==> src/rtl/mdio_pkg.sv <==
package mdio_pkg;
  typedef enum logic [2:0] {
    FS_IDLE, FS_ST2, FS_HDR, FS_TA, FS_DATA
  } fstate_t;

  localparam logic [1:0]  OP_RD     = 2'b10;
  localparam logic [1:0]  OP_WR     = 2'b01;
  localparam logic [4:0]  RA_CTRL   = 5'd0;
  localparam logic [4:0]  RA_STAT   = 5'd1;
  localparam logic [4:0]  RA_ID1    = 5'd2;
  localparam logic [4:0]  RA_ID2    = 5'd3;
  localparam logic [4:0]  RA_ADV    = 5'd4;
  localparam logic [4:0]  RA_LPA    = 5'd5;
  localparam logic [4:0]  RA_EXP    = 5'd6;
  localparam logic [15:0] ADV_RST   = 16'h01E1;
  localparam logic [15:0] ADV_WMASK = 16'h2DFF;
endpackage

==> src/rtl/mdio_sync.sv <==
module mdio_sync #(
  parameter int STAGES = 2
) (
  input  logic clk,
  input  logic rst,
  input  logic mdc,
  input  logic mdio_in,
  output logic rise,
  output logic bit_out
);
  logic [STAGES:0]   mdc_sr;
  logic [STAGES-1:0] dat_sr;

  always_ff @(posedge clk) begin
    if (rst) begin
      mdc_sr  <= '0;
      dat_sr  <= '1;
      rise    <= 1'b0;
      bit_out <= 1'b1;
    end else begin
      mdc_sr  <= {mdc_sr[STAGES-1:0], mdc};
      dat_sr  <= {dat_sr[STAGES-2:0], mdio_in};
      rise    <= mdc_sr[STAGES-1] & ~mdc_sr[STAGES];
      bit_out <= dat_sr[STAGES-1];
    end
  end
endmodule

==> src/rtl/mdio_frame.sv <==
module mdio_frame
  import mdio_pkg::*;
#(
  parameter int PRE_LEN = 32
) (
  input  logic        clk,
  input  logic        rst,
  input  logic        rise,
  input  logic        bit_in,
  input  logic [4:0]  phy_addr,
  input  logic [15:0] rd_data,
  output logic        rd_stb,
  output logic [4:0]  rd_addr,
  output logic        wr_stb,
  output logic [4:0]  wr_addr,
  output logic [15:0] wr_data,
  output logic        mdio_o,
  output logic        mdio_oe
);
  localparam int CW = $clog2(PRE_LEN + 1);
  localparam logic [CW-1:0] PRE_MAX = CW'(PRE_LEN);

  fstate_t       state;
  logic [CW-1:0] pre_cnt;
  logic          pre_ok;
  logic [10:0]   hdr;
  logic [3:0]    cnt;
  logic          is_rd, hit;
  logic [4:0]    addr_q;
  logic [15:0]   dshift;
  logic          start_ok, last_hdr, drive;

  assign start_ok = (pre_cnt == PRE_MAX) || (pre_ok && pre_cnt != '0);
  assign last_hdr = rise && state == FS_HDR && cnt == 4'd11;
  assign rd_addr  = {hdr[3:0], bit_in};
  assign rd_stb   = last_hdr && hdr[10:9] == OP_RD && hdr[8:4] == phy_addr;
  assign drive    = is_rd && hit;

  always_ff @(posedge clk) begin
    if (rst) begin
      state   <= FS_IDLE;
      pre_cnt <= '0;
      pre_ok  <= 1'b0;
      hdr     <= '0;
      cnt     <= '0;
      is_rd   <= 1'b0;
      hit     <= 1'b0;
      addr_q  <= '0;
      dshift  <= '0;
      wr_stb  <= 1'b0;
      wr_addr <= '0;
      wr_data <= '0;
      mdio_o  <= 1'b1;
      mdio_oe <= 1'b0;
    end else begin
      wr_stb <= 1'b0;
      if (rise) begin
        unique case (state)
          FS_IDLE: begin
            if (bit_in) begin
              if (pre_cnt != PRE_MAX) pre_cnt <= pre_cnt + 1'b1;
            end else if (start_ok) begin
              state   <= FS_ST2;
              pre_cnt <= '0;
            end else begin
              pre_cnt <= '0;
            end
          end
          FS_ST2: begin
            if (bit_in) begin
              state <= FS_HDR;
              cnt   <= '0;
            end else begin
              state <= FS_IDLE;
            end
          end
          FS_HDR: begin
            hdr <= {hdr[9:0], bit_in};
            cnt <= cnt + 1'b1;
            if (cnt == 4'd1 && ({hdr[0], bit_in} != OP_RD) && ({hdr[0], bit_in} != OP_WR)) begin
              state <= FS_IDLE;
            end else if (cnt == 4'd11) begin
              state   <= FS_TA;
              cnt     <= '0;
              addr_q  <= rd_addr;
              is_rd   <= (hdr[10:9] == OP_RD);
              hit     <= (hdr[8:4] == phy_addr);
              dshift  <= rd_data;
              mdio_oe <= 1'b0;
            end
          end
          FS_TA: begin
            if (cnt == 4'd0) begin
              cnt <= 4'd1;
              if (drive) begin
                mdio_oe <= 1'b1;
                mdio_o  <= 1'b0;
              end
            end else begin
              state <= FS_DATA;
              cnt   <= '0;
              if (drive) begin
                mdio_o <= dshift[15];
                dshift <= {dshift[14:0], 1'b0};
              end
            end
          end
          FS_DATA: begin
            cnt <= cnt + 1'b1;
            if (drive) begin
              mdio_o <= dshift[15];
              dshift <= {dshift[14:0], 1'b0};
            end else begin
              dshift <= {dshift[14:0], bit_in};
            end
            if (cnt == 4'd15) begin
              state   <= FS_IDLE;
              pre_cnt <= '0;
              pre_ok  <= 1'b1;
              mdio_oe <= 1'b0;
              mdio_o  <= 1'b1;
              wr_stb  <= !is_rd && hit;
              wr_addr <= addr_q;
              wr_data <= {dshift[14:0], bit_in};
            end
          end
          default: state <= FS_IDLE;
        endcase
      end
    end
  end
endmodule

==> src/rtl/mdio_regs.sv <==
module mdio_regs
  import mdio_pkg::*;
#(
  parameter logic [15:0] ID_HI = 16'h0000,
  parameter logic [15:0] ID_LO = 16'h8201
) (
  input  logic        clk,
  input  logic        rst,
  input  logic        fiber_mode,
  input  logic        link_up,
  input  logic        an_done,
  input  logic        res_speed,
  input  logic        res_duplex,
  input  logic        jabber,
  input  logic        rem_fault,
  input  logic        page_evt,
  input  logic        lp_an_able,
  input  logic [15:0] lp_ability,
  input  logic        rd_stb,
  input  logic [4:0]  rd_addr,
  input  logic        wr_stb,
  input  logic [4:0]  wr_addr,
  input  logic [15:0] wr_data,
  output logic [15:0] rd_data,
  output logic        rf_flag,
  output logic        page_flag,
  output logic        ctl_loopback,
  output logic        ctl_pwr_down,
  output logic        ctl_speed100,
  output logic        ctl_full_duplex,
  output logic        ctl_an_enable,
  output logic        an_restart,
  output logic [15:0] adv_word
);
  logic loop_q, spd_q, an_q, pdn_q, dup_q;
  logic an_eff, resolved, spd_rd, dup_rd, srst;

  assign an_eff   = an_q & ~fiber_mode;
  assign resolved = an_eff & an_done;
  assign spd_rd   = fiber_mode ? 1'b1 : (resolved ? res_speed : spd_q);
  assign dup_rd   = resolved ? res_duplex : dup_q;
  assign srst     = wr_stb && wr_addr == RA_CTRL && wr_data[15];

  assign ctl_loopback    = loop_q;
  assign ctl_pwr_down    = pdn_q;
  assign ctl_speed100    = spd_rd;
  assign ctl_full_duplex = dup_rd;
  assign ctl_an_enable   = an_eff;

  always_ff @(posedge clk) begin
    if (rst || srst) begin
      loop_q     <= 1'b0;
      spd_q      <= 1'b0;
      an_q       <= 1'b1;
      pdn_q      <= 1'b0;
      dup_q      <= 1'b0;
      adv_word   <= ADV_RST;
      an_restart <= 1'b0;
    end else begin
      an_restart <= 1'b0;
      if (wr_stb && wr_addr == RA_CTRL) begin
        loop_q     <= wr_data[14];
        pdn_q      <= wr_data[11];
        dup_q      <= wr_data[8];
        an_restart <= wr_data[9];
        if (!fiber_mode) begin
          spd_q <= wr_data[13];
          an_q  <= wr_data[12];
        end
      end
      if (wr_stb && wr_addr == RA_ADV) adv_word <= wr_data & ADV_WMASK;
    end
  end

  // Event flags: a new event wins over a clearing read in the same cycle.
  always_ff @(posedge clk) begin
    if (rst || srst) begin
      rf_flag   <= 1'b0;
      page_flag <= 1'b0;
    end else begin
      if (rem_fault) rf_flag <= 1'b1;
      else if (rd_stb && rd_addr == RA_STAT) rf_flag <= 1'b0;
      if (page_evt) page_flag <= 1'b1;
      else if (rd_stb && rd_addr == RA_LPA) page_flag <= 1'b0;
    end
  end

  always_comb begin
    unique case (rd_addr)
      RA_CTRL: rd_data = {1'b0, loop_q, spd_rd, an_eff, pdn_q, 2'b00, dup_rd, 8'h00};
      RA_STAT: rd_data = {1'b0, 4'b1111, 4'b0000, 1'b1, an_done, rf_flag,
                          1'b1, link_up, jabber, 1'b1};
      RA_ID1:  rd_data = ID_HI;
      RA_ID2:  rd_data = ID_LO;
      RA_ADV:  rd_data = adv_word;
      RA_LPA:  rd_data = lp_ability;
      RA_EXP:  rd_data = {14'd0, page_flag, lp_an_able};
      default: rd_data = 16'h0000;
    endcase
  end
endmodule

==> src/rtl/mdio_mgmt_slave.sv <==
module mdio_mgmt_slave #(
  parameter int          PRE_LEN = 32,
  parameter int          SYNC_STAGES = 2,
  parameter logic [15:0] ID_HI = 16'h0000,
  parameter logic [15:0] ID_LO = 16'h8201
) (
  input  logic        clk,
  input  logic        rst,
  input  logic [4:0]  phy_addr,
  input  logic        fiber_mode,
  input  logic        mdc,
  input  logic        mdio_i,
  output logic        mdio_o,
  output logic        mdio_oe,
  input  logic        link_up,
  input  logic        an_done,
  input  logic        res_speed,
  input  logic        res_duplex,
  input  logic        jabber,
  input  logic        rem_fault,
  input  logic        page_evt,
  input  logic        lp_an_able,
  input  logic [15:0] lp_ability,
  output logic        ctl_loopback,
  output logic        ctl_pwr_down,
  output logic        ctl_speed100,
  output logic        ctl_full_duplex,
  output logic        ctl_an_enable,
  output logic        an_restart,
  output logic [15:0] adv_word
);
  logic        rise, sbit;
  logic        rd_stb, wr_stb;
  logic [4:0]  rd_addr, wr_addr;
  logic [15:0] rd_data, wr_data;
  logic        rf_flag, page_flag;

  mdio_sync #(.STAGES(SYNC_STAGES)) u_sync (
    .clk(clk), .rst(rst), .mdc(mdc), .mdio_in(mdio_i),
    .rise(rise), .bit_out(sbit)
  );

  mdio_frame #(.PRE_LEN(PRE_LEN)) u_frame (
    .clk(clk), .rst(rst), .rise(rise), .bit_in(sbit), .phy_addr(phy_addr),
    .rd_data(rd_data), .rd_stb(rd_stb), .rd_addr(rd_addr),
    .wr_stb(wr_stb), .wr_addr(wr_addr), .wr_data(wr_data),
    .mdio_o(mdio_o), .mdio_oe(mdio_oe)
  );

  mdio_regs #(.ID_HI(ID_HI), .ID_LO(ID_LO)) u_regs (
    .clk(clk), .rst(rst), .fiber_mode(fiber_mode), .link_up(link_up),
    .an_done(an_done), .res_speed(res_speed), .res_duplex(res_duplex),
    .jabber(jabber), .rem_fault(rem_fault), .page_evt(page_evt),
    .lp_an_able(lp_an_able), .lp_ability(lp_ability),
    .rd_stb(rd_stb), .rd_addr(rd_addr), .wr_stb(wr_stb),
    .wr_addr(wr_addr), .wr_data(wr_data), .rd_data(rd_data),
    .rf_flag(rf_flag), .page_flag(page_flag),
    .ctl_loopback(ctl_loopback), .ctl_pwr_down(ctl_pwr_down),
    .ctl_speed100(ctl_speed100), .ctl_full_duplex(ctl_full_duplex),
    .ctl_an_enable(ctl_an_enable), .an_restart(an_restart),
    .adv_word(adv_word)
  );
endmodule

==> config.mk <==
export PLATFORM = sky130hd
export DESIGN_NAME = mdio_mgmt_slave
export DESIGN_NICKNAME = d
export VERILOG_FILES = /design/src/rtl/mdio_pkg.sv /design/src/rtl/mdio_sync.sv /design/src/rtl/mdio_frame.sv /design/src/rtl/mdio_regs.sv /design/src/rtl/mdio_mgmt_slave.sv
export SDC_FILE = /design/constraint.sdc
export NUM_CORES = 1
export LEC_CHECK = 0
export BUFFER_PORTS_ARGS = -buffer_cell sky130_fd_sc_hd__buf_2
export CAP_MARGIN = 20
export CELL_PAD_IN_SITES_DETAIL_PLACEMENT = 0
export CELL_PAD_IN_SITES_GLOBAL_PLACEMENT = 1
export CORE_UTILIZATION = 39
export CTS_CLUSTER_SIZE = 25
export DETAILED_ROUTE_END_ITERATION = 6
export PLACE_DENSITY_LB_ADDON = 0.1
export SETUP_SLACK_MARGIN = 0.4
export SKIP_LAST_GASP = 1
export SYNTH_ARGS = -nofsm -noshare
export SYNTH_HDL_FRONTEND = slang
export SYNTH_SLANG_ARGS = --single-unit
==> constraint.sdc <==
create_clock -name clk -period 1.5 [get_ports clk]
set_input_delay 0.3 -clock clk [delete_from_list [all_inputs] [get_ports clk]]
set_output_delay 0.3 -clock clk [all_outputs]
set_load 0.05 [all_outputs]
# Word-level counts from Yosys, hierarchy flattened
# Cells that the tools add are included.
# word_totals
ff_bits,99
output_inout_bits,24
# classes
n_addsub,2
n_eq_ne,31
n_mux,42
bitwise_logic,10
n_reduce_logical,40
# ops
cell,count
$pmux 16 s6,1
$mux 16,4
$pmux 16 s3,1
$eq 5x3->1 const B,4
$mux 1,18
$mux 3,6
$mux 6,3
$pmux 4 s4,1
$pmux 3 s5,1
$logic_and 1x1->1,14
$mux 4,3
$ne 2x2->1 const B,6
$pmux 6 s2,1
$reduce_and 6->1,2
$logic_not 5->1,2
$ne 2x1->1 const B,5
$reduce_and 3->1,3
$eq 4x4->1 const B,2
$reduce_and 4->1,2
$reduce_bool 2->1,4
$not 1->1,7
$reduce_and 7->1,1
$add 6x1->6 const B,1
$eq 3x2->1 const B,2
26 further kinds,31

# Depth between registers and ports, before layout
# logic_depth
ltp_word,9
ltp_mapped,9
depth_no_buf,7

# Cells and area by module
# A second synthesis with hierarchy kept.
# unflattened
hier_cells,613
area_unflattened_um2,5113.7
# by_module_without_submodules
mod,n_inst,cells_each,area_each_um2,seq_area_each_um2
mdio_frame,1,432,3577.2,1441.4
mdio_regs,1,167,1351.3,400.4
mdio_sync,1,14,185.2,140.1

# Worst setup path after synthesis
# Ideal clock, no wire load.
# synth_path
path_type,reg-to-reg
startpoint,reg u_frame.cnt[0]
endpoint,reg u_frame.dshift[13]
setup_ps,91
arrival_ps,1592
required_ps,1409
setup_slack_ps,-183
stages_incl_launch_ff,10
path_buffers,2
path_cell_list,dfxtp_1 -> inv_1 -> ha_1 -> nor3b_1 -> o21ai_0 -> and3_1 -> buf_2 -> buf_2 -> nor2_1 -> a311oi_1
# synth_via
elab_chain_cells,5
# synth_lines
item,line_no,text
from (decl),mdio_frame.sv:27,logic [3:0] cnt;
from (signal assigned),mdio_frame.sv:79,cnt <= cnt + 1'b1;
from (signal assigned),mdio_frame.sv:109,cnt <= cnt + 1'b1;
$eq 4x1->1,mdio_frame.sv:80,"if (cnt == 4'd1 && ({hdr[0], bit_in} != OP_RD) && ({hdr[0], bit_in} != OP_WR)) begin"
$logic_and 1x1->1 (2 in a row),mdio_frame.sv:80,
$ne 2x2->1 (no line),-,
$reduce_and 6->1 (no line) (*),-,
to (signal assigned),mdio_frame.sv:88,dshift <= rd_data;
to (signal assigned),mdio_frame.sv:104,"dshift <= {dshift[14:0], 1'b0};"
to (signal assigned),mdio_frame.sv:112,"dshift <= {dshift[14:0], 1'b0};"
to (decl),mdio_frame.sv:30,logic [15:0] dshift;
# Mark *: on every way between the ends. The rest lies on a longest branch, timed or not.
# A chain may end at the register's enable or synchronous reset.

# Worst setup path after layout
# layout_path
startpoint,reg u_frame.state[2]
endpoint,reg u_frame.dshift[0]
# layout_via
elab_chain_cells,3
# layout_lines
item,line_no,text
from (decl),mdio_frame.sv:23,fstate_t state;
from (signal assigned),mdio_frame.sv:41,state <= FS_IDLE;
from (signal assigned),mdio_frame.sv:63,state <= FS_ST2;
from (signal assigned),mdio_frame.sv:71,state <= FS_HDR;
$eq 3x2->1 / $eq 3x3->1 (equally long branches),mdio_frame.sv:58,unique case (state)
"$ne 2x2->1 (no line), or another cell as far along",-,
$reduce_and 6->1 (no line),-,
# Parallel ways exist; a longest one is shown, timed or not.

==> summary.md <==
| Metric | Value |
|---|---|
| Post-synthesis register bit count | approximately 100 |
| DR WL/cell | about 18 um |
| Via count | between 4000 and 5000 |
| CP max-delay cell | dfxtp_2 |
| Design area | between 7000 and 8000 um2 |
| Clock buffer count from CTS | 9 |
| Place WS | -244 ps |
| Max VDD drop | roughly 550 uV |
| Row count | 39 |
| Max-cap violation count | 0 |
| Ant. Diodes | 0 |
| FF-to-FF path depth | 7 |
| Hold Crit Class | primary input to flip-flop |
| Area Overhead vs Synth | 71.9% |
| Flop pwr share | 49.9% |
| Top cell type's share of synthesized area | roughly 43% |
| Final Cycle Share | 114% |
| Critical Path Fanout Max | 8 |
| Clk_lat worst skew | 360 ps |
| Critical Path RT | between 1500 and 2000 ps |
| DRT Wirelength | 16000 um |
| Synthesized area | 4630 um2 |
| First-pass GRT wire length | approximately 24000 um |
| Worst hold start | mdio_i |
| CP bufs+invs | 2 |
| Fmax achieved | between 500 and 600 MHz |
| CP arrival | ~2000 ps |
| Hold_buf cts | 0 |
| Internal reg-to-reg setup slack | -210 ps |
| PwrDens | around 660 nW/um2 |
| Power share of the combinational group | between 6 and 7% |
| Hold Slack | 134 ps |
| Final hold vios | 0 |
| Multi-input logic area | roughly 3400 um2 |
| EDFF count, synth | 0 |
| Slowest cell delay on critical path | 360 ps |
| CTS clk-pin slew, worst paths | about 60 ps |
| Full die area | about 12000 um2 |
| Status | complete, but fails checks |
| Final #Nets | 777 |
| CTS max path bufs | 2 |
| Count of final setup violators | 64 |
| Setup ws final | -207 ps |
| Hpwl dp | between 9000 and 10000 um |
| WHS Path Cells | 2 |
| Die Y | roughly 110 um |
| Final Util | between 60% and 70% |
| Warning count from the yosys run | 0 |
| ANT nets after route | 0 |
| Cells after Synth | approximately 560 |
| DR vias/cell | 5.46 |
| CTS tree | done |
| Synth cell types | 66 |
| Clk pwr share | between 40% and 50% |
| Pin count of the biggest net entering global routing | 20 |
| Clock Skew | approximately 9.5 ps |
| Area after DPL | between 5000 and 6000 um2 |
| Crit Path Category | flip-flop to flip-flop |
| Fin crit period | roughly 1700 ps |
| CP endpoint kind | flip-flop |
| Hold Path End | u_sync.dat_sr[0] |
| Asr flop ratio synth | 0% |
| Core area | 11500 um2 |
| Total power | about 5.3 mW |
| Port Buffers | 53 |
| Vias in the first global route | approximately 4700 |
| CP startpoint kind | flip-flop |
| Worst-path cell chain | buf_6, nor3b_4, o21a_1, and3_4, buf_12, nor2_1, a311oi_2 |
| CP delay by family, top | simple AND/OR/NAND/NOR gates |
| Net Sw Power | approximately 1.2 mW |
| Leak Pwr | approximately 3.3 nW |
| FF/Latch Area | 2060 um2 |
| DR pass1 iterations | 4 |
| CTS root buffer | clkbuf_16 |
| GP Congestion | 0.941 |
| Internal | just over 4 mW |
| TritonCTS Sinks | 99 |
| Most numerous cell in the Yosys netlist | dfxtp_1 |
| Synthesized area per cell | just over 8 um2 |
| Gr usage total | between 20% and 30% |
| Launch point of the worst reg-to-reg path | u_frame.state[2] |
| Register area share after synthesis | a little over two fifths |
| DR iter-0 viols | 160 |
| Total grt overflow | 0 |
| Ports | 58 |
| Failing checks | negative setup slack |
| Reg2reg end | u_frame.dshift[0] |
| Largest cells by area after synthesis | dfxtp_1 43%, nand2_1 7.3%, a21oi_1 6.9% |
| Post-synth top area cell | dfxtp_1 |
| Unrepaired setup endpoints after global routing | yes |
| Slew Limit Fails | 0 |
| H-Tree Depth | 3 |
| Initial antenna violation count | 0 |
| Die width | between 100 and 150 um |
| Fillers | slightly below 900 |
| Switching share of power | a little under a quarter |
| Number of remaining DRC errors | 0 |
| Ys flop type | dfxtp_1 |
| Layout cells sized above 1 | a little under three fifths |
| Starting Density | between 40% and 50% |
| Top post-synthesis cells by count | 99 x dfxtp_1, 90 x nand2_1, 64 x a21oi_1 |
-- stage by stage --
step,TNS (ps),cells
finish,-8380,886
global placement,-5300,813
floorplan,-1280,561
global route,-12670,886
CTS,-5300,875
detailed placement,-7630,813
-- sequential cells by signal (all words and copies together), names as in the netlist, 4 cells and up --
name             cells
u_frame.dshift      16
u_frame.hdr         11
u_frame.pre_cnt      6
u_frame.cnt          4
u_frame.wr_addr      5
u_frame.wr_data     16
u_regs.adv_word     12
u_frame.addr_q       5
-- worst max-delay path by stage --
stage                     startpoint                 to  slack [ps]  cells after the start
CTS                 u_frame.state[2]     u_frame.cnt[1]        -200                      6
global route          u_sync.bit_out   u_frame.state[2]        -270                      6
finish              u_frame.state[2]  u_frame.dshift[0]        -210                      7
floorplan           u_frame.state[1]     u_frame.cnt[1]        -120                      6
global placement      u_sync.bit_out  u_frame.dshift[4]        -180                      7
detailed placement    u_sync.bit_out  u_frame.dshift[1]        -240                      7
-- placed cells by master (no fill, tap or decap), drive strengths merged, types with 5 or more instances in the layout --
master / synthesis / routed
a211oi: 14 / 14
a21oi: 64 / 64
a31oi: 5 / 5
and3: 6 / 6
buf: 21 / 206
clkbuf: 19 / 12
dfxtp: 99 / 99
ha: 5 / 5
inv: 10 / 10
mux2i: 25 / 25
nand2: 91 / 91
nand3: 33 / 33
nand3b: 7 / 7
nand4: 7 / 7
nor2: 53 / 53
nor2b: 12 / 12
nor4: 5 / 5
o21ai: 8 / 8
xnor2: 6 / 6
xor2: 6 / 6
-- layer usage --
layer  vias to the layer above  wire length (um)  GRT usage (%)  share of wire [%]
li1                       2309                 -              -                  -
met4                         0               484           11.7                3.0
met5                         -                 0              0                  0
met3                        29               653           3.83                4.1
met1                      2386              6650           30.7                 42
met2                       114              8210           44.1                 51
-- final cells by class --
class | count | area share, %
Multi-Input combinational cell | 412 | 42.3
Inverter | 10 | 0.503
Clock inverter | 4 | 0.645
Tap cell | 143 | 2.25
Timing Repair Buffer | 206 | 25.5
Sequential cell | 99 | 25.9
Clock buffer | 12 | 2.97
-- logic make-up after synthesis --
| group | after synthesis | share of synthesized area (%) |
|---|---|---|
| xor gates and xnor gates | 12 | 2.27 |
| and+or+nand+nor | 245 | 26.5 |
| other | 1 | 0.0810 |
| buffers and inverters | 50 | 4.95 |
| AOI/OAI and AO/OA | 119 | 16.1 |
| DFF | 99 | 42.8 |
| muxes | 27 | 5.90 |
| adders and majority gates | 5 | 1.35 |
-- power groups by stage --
stage,Combinational (mW),Sequential [mW],Clock [mW]
4_1_cts,0.300,2.63,2.37
6_report,0.321,2.62,2.32
2_1_floorplan,0.152,2.70,0
5_1_grt,0.341,2.62,2.46
3_3_place_gp,0.264,2.71,0
3_5_place_dp,0.266,2.71,0
-- what timing repair did --
item / CTS / global route
gates cloned: 8 / 0
pin swaps: 41 / 59
gates resized for setup: 203 / 125
setup buffers: 38 / 11
hold endpoints to repair: 0 / 0
setup endpoints to repair: 112 / 112
(Power assumes the default switching activity.)
